## src/rtl/crit_pkg.sv

```systemverilog
package crit_pkg;
  typedef enum logic [1:0] {
    CM_OLDEST_N    = 2'd0,
    CM_OLDEST_PROD = 2'd1,
    CM_ROB_HEAD    = 2'd2,
    CM_FANOUT      = 2'd3
  } crit_mode_e;
endpackage

```

## src/rtl/crit_age_rank.sv

```systemverilog
// Age ranking: per-entry count of older valid entries, oldest-N mask,
// and the index of the single oldest valid entry.
module crit_age_rank #(
  parameter int DEPTH = 16,
  parameter int AGE_W = 6,
  parameter int N_W   = 3,
  localparam int IDX_W = $clog2(DEPTH),
  localparam int CNT_W = $clog2(DEPTH + 1)
) (
  input  logic [DEPTH-1:0]       valid,
  input  logic [DEPTH*AGE_W-1:0] age_flat,
  input  logic [N_W-1:0]         n_val,
  output logic [DEPTH-1:0]       oldest_n_mask,
  output logic [IDX_W-1:0]       oldest_idx,
  output logic                   any_valid
);
  logic [AGE_W-1:0] age [DEPTH];

  for (genvar g = 0; g < DEPTH; g++) begin : g_unpack
    assign age[g] = age_flat[g*AGE_W +: AGE_W];
  end

  for (genvar g = 0; g < DEPTH; g++) begin : g_rank
    logic [CNT_W-1:0] older_cnt;
    always_comb begin
      older_cnt = '0;
      for (int j = 0; j < DEPTH; j++) begin
        if (valid[j] && (age[j] < age[g])) older_cnt = older_cnt + 1'b1;
      end
      oldest_n_mask[g] = valid[g] && (older_cnt < CNT_W'(n_val));
    end
  end

  logic [AGE_W-1:0] best_age;
  always_comb begin
    any_valid  = 1'b0;
    oldest_idx = '0;
    best_age   = '0;
    for (int i = 0; i < DEPTH; i++) begin
      if (valid[i] && (!any_valid || (age[i] < best_age))) begin
        any_valid  = 1'b1;
        oldest_idx = IDX_W'(i);
        best_age   = age[i];
      end
    end
  end
endmodule

```

## src/rtl/crit_fanout.sv

```systemverilog
// Counts, for each entry, the other valid entries waiting on it.
module crit_fanout #(
  parameter int DEPTH = 16,
  parameter int N_W   = 3,
  localparam int IDX_W = $clog2(DEPTH),
  localparam int CNT_W = $clog2(DEPTH + 1)
) (
  input  logic [DEPTH-1:0]       valid,
  input  logic [DEPTH*IDX_W-1:0] s0_flat,
  input  logic [DEPTH-1:0]       r0,
  input  logic [DEPTH*IDX_W-1:0] s1_flat,
  input  logic [DEPTH-1:0]       r1,
  input  logic [N_W-1:0]         n_val,
  output logic [DEPTH-1:0]       fan_mask
);
  logic [IDX_W-1:0] s0 [DEPTH];
  logic [IDX_W-1:0] s1 [DEPTH];

  for (genvar g = 0; g < DEPTH; g++) begin : g_unpack
    assign s0[g] = s0_flat[g*IDX_W +: IDX_W];
    assign s1[g] = s1_flat[g*IDX_W +: IDX_W];
  end

  for (genvar g = 0; g < DEPTH; g++) begin : g_cnt
    logic [CNT_W-1:0] dep_cnt;
    always_comb begin
      dep_cnt = '0;
      for (int j = 0; j < DEPTH; j++) begin
        if (valid[j] && (j != g) &&
            (((s0[j] == IDX_W'(g)) && !r0[j]) || ((s1[j] == IDX_W'(g)) && !r1[j])))
          dep_cnt = dep_cnt + 1'b1;
      end
      fan_mask[g] = valid[g] && (dep_cnt >= CNT_W'(n_val));
    end
  end
endmodule

```

## src/rtl/crit_flag_gen.sv

```systemverilog
module crit_flag_gen
  import crit_pkg::*;
#(
  parameter int IQ_DEPTH = 16,
  parameter int AGE_W    = 6,
  parameter int N_W      = 3,
  localparam int IDX_W   = $clog2(IQ_DEPTH)
) (
  input  logic                      clk,
  input  logic                      rst,
  input  logic [1:0]                metric_sel,
  input  logic [N_W-1:0]            n_thresh,
  input  logic [IQ_DEPTH-1:0]       iq_valid,
  input  logic [IQ_DEPTH*AGE_W-1:0] iq_age,
  input  logic [IQ_DEPTH*IDX_W-1:0] iq_src0_idx,
  input  logic [IQ_DEPTH-1:0]       iq_src0_rdy,
  input  logic [IQ_DEPTH*IDX_W-1:0] iq_src1_idx,
  input  logic [IQ_DEPTH-1:0]       iq_src1_rdy,
  input  logic                      rob_nonempty,
  input  logic [AGE_W-1:0]          rob_head_age,
  output logic [IQ_DEPTH-1:0]       crit_flags
);
  logic [IQ_DEPTH-1:0] oldn_mask, fan_mask, prod_mask, rob_mask, next_flags;
  logic [IDX_W-1:0]    old_idx;
  logic                any_v;

  crit_age_rank #(.DEPTH(IQ_DEPTH), .AGE_W(AGE_W), .N_W(N_W)) u_rank (
    .valid(iq_valid), .age_flat(iq_age), .n_val(n_thresh),
    .oldest_n_mask(oldn_mask), .oldest_idx(old_idx), .any_valid(any_v)
  );

  crit_fanout #(.DEPTH(IQ_DEPTH), .N_W(N_W)) u_fan (
    .valid(iq_valid), .s0_flat(iq_src0_idx), .r0(iq_src0_rdy),
    .s1_flat(iq_src1_idx), .r1(iq_src1_rdy), .n_val(n_thresh),
    .fan_mask(fan_mask)
  );

  // Producers of the oldest entry, read through its source fields.
  logic [IDX_W-1:0] old_s0, old_s1;
  logic             old_w0, old_w1;
  assign old_s0 = iq_src0_idx[old_idx*IDX_W +: IDX_W];
  assign old_s1 = iq_src1_idx[old_idx*IDX_W +: IDX_W];
  assign old_w0 = any_v && !iq_src0_rdy[old_idx];
  assign old_w1 = any_v && !iq_src1_rdy[old_idx];

  for (genvar g = 0; g < IQ_DEPTH; g++) begin : g_entry
    assign prod_mask[g] = iq_valid[g] &&
                          ((old_w0 && (old_s0 == IDX_W'(g))) ||
                           (old_w1 && (old_s1 == IDX_W'(g))));
    assign rob_mask[g]  = iq_valid[g] && rob_nonempty &&
                          (iq_age[g*AGE_W +: AGE_W] == rob_head_age);
  end

  always_comb begin
    unique case (crit_mode_e'(metric_sel))
      CM_OLDEST_N:    next_flags = oldn_mask;
      CM_OLDEST_PROD: next_flags = prod_mask;
      CM_ROB_HEAD:    next_flags = rob_mask;
      CM_FANOUT:      next_flags = fan_mask;
      default:        next_flags = '0;
    endcase
  end

  always_ff @(posedge clk) begin
    if (rst) crit_flags <= '0;
    else     crit_flags <= next_flags;
  end
endmodule

```

## config.mk

```make
export PLATFORM = sky130hd
export DESIGN_NAME = crit_flag_gen
export DESIGN_NICKNAME = d
export VERILOG_FILES = /design/src/rtl/crit_pkg.sv /design/src/rtl/crit_age_rank.sv /design/src/rtl/crit_fanout.sv /design/src/rtl/crit_flag_gen.sv
export SDC_FILE = /design/constraint.sdc
export NUM_CORES = 2
export LEC_CHECK = 0
export BUFFER_PORTS_ARGS = -buffer_cell sky130_fd_sc_hd__buf_2
export CORE_ASPECT_RATIO = 1.4
export CORE_UTILIZATION = 41
export DETAILED_ROUTE_END_ITERATION = 16
export RECOVER_POWER = 50
export REMOVE_ABC_BUFFERS = 1
export SETUP_SLACK_MARGIN = 0.3
export SYNTH_ARGS = -nofsm -noshare
export SYNTH_HDL_FRONTEND = slang
export SYNTH_SLANG_ARGS = --single-unit
```

## constraint.sdc

```tcl
create_clock -name clk -period 30 [get_ports clk]
set_input_delay 3 -clock clk [delete_from_list [all_inputs] [get_ports clk]]
set_output_delay 3 -clock clk [all_outputs]
set_load 0.05 [all_outputs]
```

==> flow_summary.ini <==
[route]
dr.pass1.iters = 6
drc = 0
wirelength_um = 285300
wl_per_cell_um = 25.59
ant_nets = 0
viasPerCell = 6.148
vias = 68530
drt-initial-drc-count = 4626

[sta]
relSlewSlack = 0.1177
setup-tns-final_ns = 0
layout_min_cycle_time_ns = 28.82
fmax_ghz = 0.03470
worst-slew-pin-transition_ns = 1.314
maxSlewViolCount = 0
rsz0062_at_grt = false
period_share = 0.9607
hold_viol_final = 0
holdWs_ns = 3.194
finalSetupViolCount = 0

[worst_setup_path]
slowest_stage = or4_1
endpoint_kind = flip-flop
cp.required_ns = 30.13
worstSetupPathType = in -> reg
arrival_ns = 28.95
cpMostUsedCell = ha_1
slowest_delay_ns = 0.52
critPathMaxFanout = 12
cp.buffers_inverters = 17
crit_path_start_kind = primary input
critPathTopFamily = compound AO/OA/AOI/OAI gates

[clocking]
cts_buffers = 3
cts_tree = built
holdBufCountCts = 0
clk_path_buf_depth = 2
cts_sinks = 16
htree_levels = 1
root_buffer = clkbuf_16
clk_pin_slew_ns = 0.05

[floorplanning]
die-height_um = 463.8
fp.dieW_um = 331.9
io_pins = 302
rows = 169
initial_utilization = 0.4125
core_area_um2 = 151400
die_area_um2 = 153900

[yosys]
ys_warn_count = 0
yosysSeqAreaShare = 0.005129
synth-edff-count = 0
netlist_instances = 8776
ys_types = 115
synth_seq_cells = 16
synth_flop_cell = dfxtp_1
netlist_area_um2 = 62450
synthArstFlopShare = 0
syn_avg_cell_area_um2 = 7.116

[placement]
gp_congestion = 1.058
io_buffer_count = 301
hpwl_um = 230300
dpl.cell_count = 11080

[worst_hold_path]
hold_class = in -> reg
min_path_cells = 2
hold_start = rst
holdPathEnd = crit_flags[11]$_SDFF_PP0_

[global_routing]
grt_max_degree = 40
antenna_found_initial = 20
grt_pass1_vias = 66430
overflow = 0
grt_use_total = 0.3552
grt_pass1_wl_um = 412200

[power_and_ir_drop]
power_mw = 5.874
p_comb_frac = 0.989
irDropWorstVdd_mv = 0.1385
seq_power_share = 0.006
pwr-share-clk = 0.005
switching_share = 0.5891
power.density_nw_per_um2 = 85.87
switchingPower_mw = 3.461
p_int_mw = 2.413
leakage_nw = 31.68

[cells_and_area]
top_regs = crit_flags: 16 flops
nets = 10750
layout.cells.non_filler = 11150
largest_reg_flops = 16
max_flop_register = crit_flags
drive_gt1_frac = 0.1174
syn_to_final_growth_pct = 9.538
n_fill_cell = 15750

[run_status]
status = completed

[run]
cap_violations = 0
metrics by stage:
stage                       util  area (um^2)  setup slack [ns]
final                     0.4518        68410             1.180
after global routing      0.4515        68360           0.03411
after CTS                 0.4457        67470            0.3027
after detailed placement  0.4445        67290           -0.4809
after global placement    0.4445        67290           -0.3961
after floorplan                -        61760             1.189
layer usage:
| metal | track usage | part of all wire | vias up |
|---|---|---|---|
| met1 | 0.3755 | 0.37 | 32410 |
| li1 | - | - | 32410 |
| met2 | 0.6199 | 0.47 | 2637 |
| met3 | 0.04275 | 0.059 | 1058 |
| met5 | 0 | 0.00026 | - |
| met4 | 0.3184 | 0.11 | 14 |
logic make-up after synthesis:
kind of cell,count (synthesis),share of synthesized area
XOR/XNOR,1289,0.1808
flip-flops,16,0.005129
AO/OA/AOI/OAI,1723,0.1830
AND/OR/NAND/NOR,3325,0.2571
buffers and inverters,742,0.04570
multiplexers,372,0.06611
adder cells (fa/ha/maj),1309,0.2622
power groups by stage:
stage | logic, mW | registers, mW | clock network (mW)
after floorplan | 3.65 | 0.0543 | 0
after global placement | 5.10 | 0.0347 | 0
after detailed placement | 5.22 | 0.0342 | 0
after CTS | 5.30 | 0.0338 | 0.0295
after global routing | 6.34 | 0.0348 | 0.0303
final | 5.81 | 0.0346 | 0.0296
final cells by class:
cell class | count | area [um^2] | area share
Timing Repair Buffer | 545 | 3363 | 0.04916
Tap cell | 1966 | 2460 | 0.03596
Sequential cell | 16 | 320.3 | 0.004682
Multi-Input combinational cell | 8020 | 59970 | 0.8766
Antenna cell | 21 | 52.55 | 0.0007682
Inverter | 575 | 2158 | 0.03155
Clock buffer | 4 | 88.84 | 0.001299
cells in the final DEF, fill, tap and decap left out, types with 17 or more instances in the layout:
| cell type | n |
|---|---|
| nand4b_1 | 24 |
| o32ai_1 | 27 |
| xnor2_1 | 900 |
| nor3_1 | 85 |
| mux2i_1 | 54 |
| and2_1 | 125 |
| a41oi_1 | 22 |
| a21oi_1 | 341 |
| nand3b_1 | 48 |
| a211oi_1 | 145 |
| or3_1 | 62 |
| a211o_1 | 17 |
| a21o_1 | 271 |
| o21ai_0 | 288 |
| and4_1 | 40 |
| nor2_1 | 643 |
| and3_1 | 55 |
| nand2b_1 | 124 |
| buf_4 | 240 |
| ha_1 | 1297 |
| mux2_2 | 311 |
| o31a_1 | 25 |
| or2_2 | 62 |
| or3b_2 | 20 |
| nor2b_1 | 67 |
| diode_2 | 21 |
| nand2_1 | 1268 |
| xor2_1 | 389 |
| nand4_1 | 343 |
| o22ai_1 | 231 |
| nor4_1 | 23 |
| o22a_1 | 21 |
| a31oi_1 | 52 |
| inv_1 | 570 |
| o211ai_1 | 27 |
| nand3_1 | 237 |
| buf_2 | 280 |
synthesized netlist by cell type (15+ instances only):
| cell | number | share of area |
|---|---|---|
| ha_1 | 1307 | 0.26 |
| nand2_1 | 1270 | 0.076 |
| xnor2_1 | 900 | 0.13 |
| nor2_1 | 651 | 0.039 |
| inv_1 | 574 | 0.034 |
| xor2_1 | 389 | 0.055 |
| a21oi_1 | 355 | 0.028 |
| nand4_1 | 343 | 0.034 |
| mux2_2 | 311 | 0.056 |
| o21ai_0 | 307 | 0.025 |
| a21o_1 | 272 | 0.033 |
| nand3_1 | 238 | 0.019 |
| o22ai_1 | 234 | 0.023 |
| a211oi_1 | 149 | 0.018 |
| and2_1 | 126 | 0.013 |
| clkbuf_1 | 124 | 0.0075 |
| nand2b_1 | 124 | 0.012 |
| nor3_1 | 88 | 0.0071 |
| nor2b_1 | 69 | 0.0069 |
| or3_1 | 64 | 0.0064 |
| or2_2 | 63 | 0.0063 |
| mux2i_1 | 57 | 0.0091 |
| and3_1 | 56 | 0.0056 |
| a31oi_1 | 53 | 0.0053 |
| nand3b_1 | 48 | 0.0058 |
| and4_1 | 40 | 0.0056 |
| o211ai_1 | 27 | 0.0032 |
| o32ai_1 | 27 | 0.0038 |
| nor4_1 | 25 | 0.0025 |
| o31a_1 | 25 | 0.0035 |
| nand4b_1 | 24 | 0.0034 |
| a41oi_1 | 23 | 0.0032 |
| o22a_1 | 21 | 0.0029 |
| or3b_2 | 20 | 0.0028 |
| a21boi_0 | 18 | 0.0022 |
| buf_1 | 18 | 0.0011 |
| a211o_1 | 17 | 0.0024 |
| a32oi_1 | 16 | 0.0022 |
| buf_2 | 16 | 0.0013 |
| dfxtp_1 | 16 | 0.0051 |
| nor3b_1 | 15 | 0.0018 |
| o221ai_1 | 15 | 0.0021 |
what timing repair did:
item                                    4_1_cts  5_1_grt
pin swaps                                     2       56
endpoints found under the setup margin       16       16
resized for setup                            21      132
cloned                                        0        2
setup buffers                                 0       40
worst max path at each step:
stage                                 to       from  depth (start not counted)
6_report        crit_flags[3]$_SDFF_PP0_  iq_age[3]                        138
3_5_place_dp   crit_flags[11]$_SDFF_PP0_  iq_age[5]                        134
4_1_cts        crit_flags[12]$_SDFF_PP0_  iq_age[5]                        135
2_1_floorplan  crit_flags[12]$_SDFF_PP0_  iq_age[4]                        133
3_3_place_gp   crit_flags[11]$_SDFF_PP0_  iq_age[5]                        135
5_1_grt        crit_flags[12]$_SDFF_PP0_  iq_age[1]                        143
(Power assumes the default switching activity.)
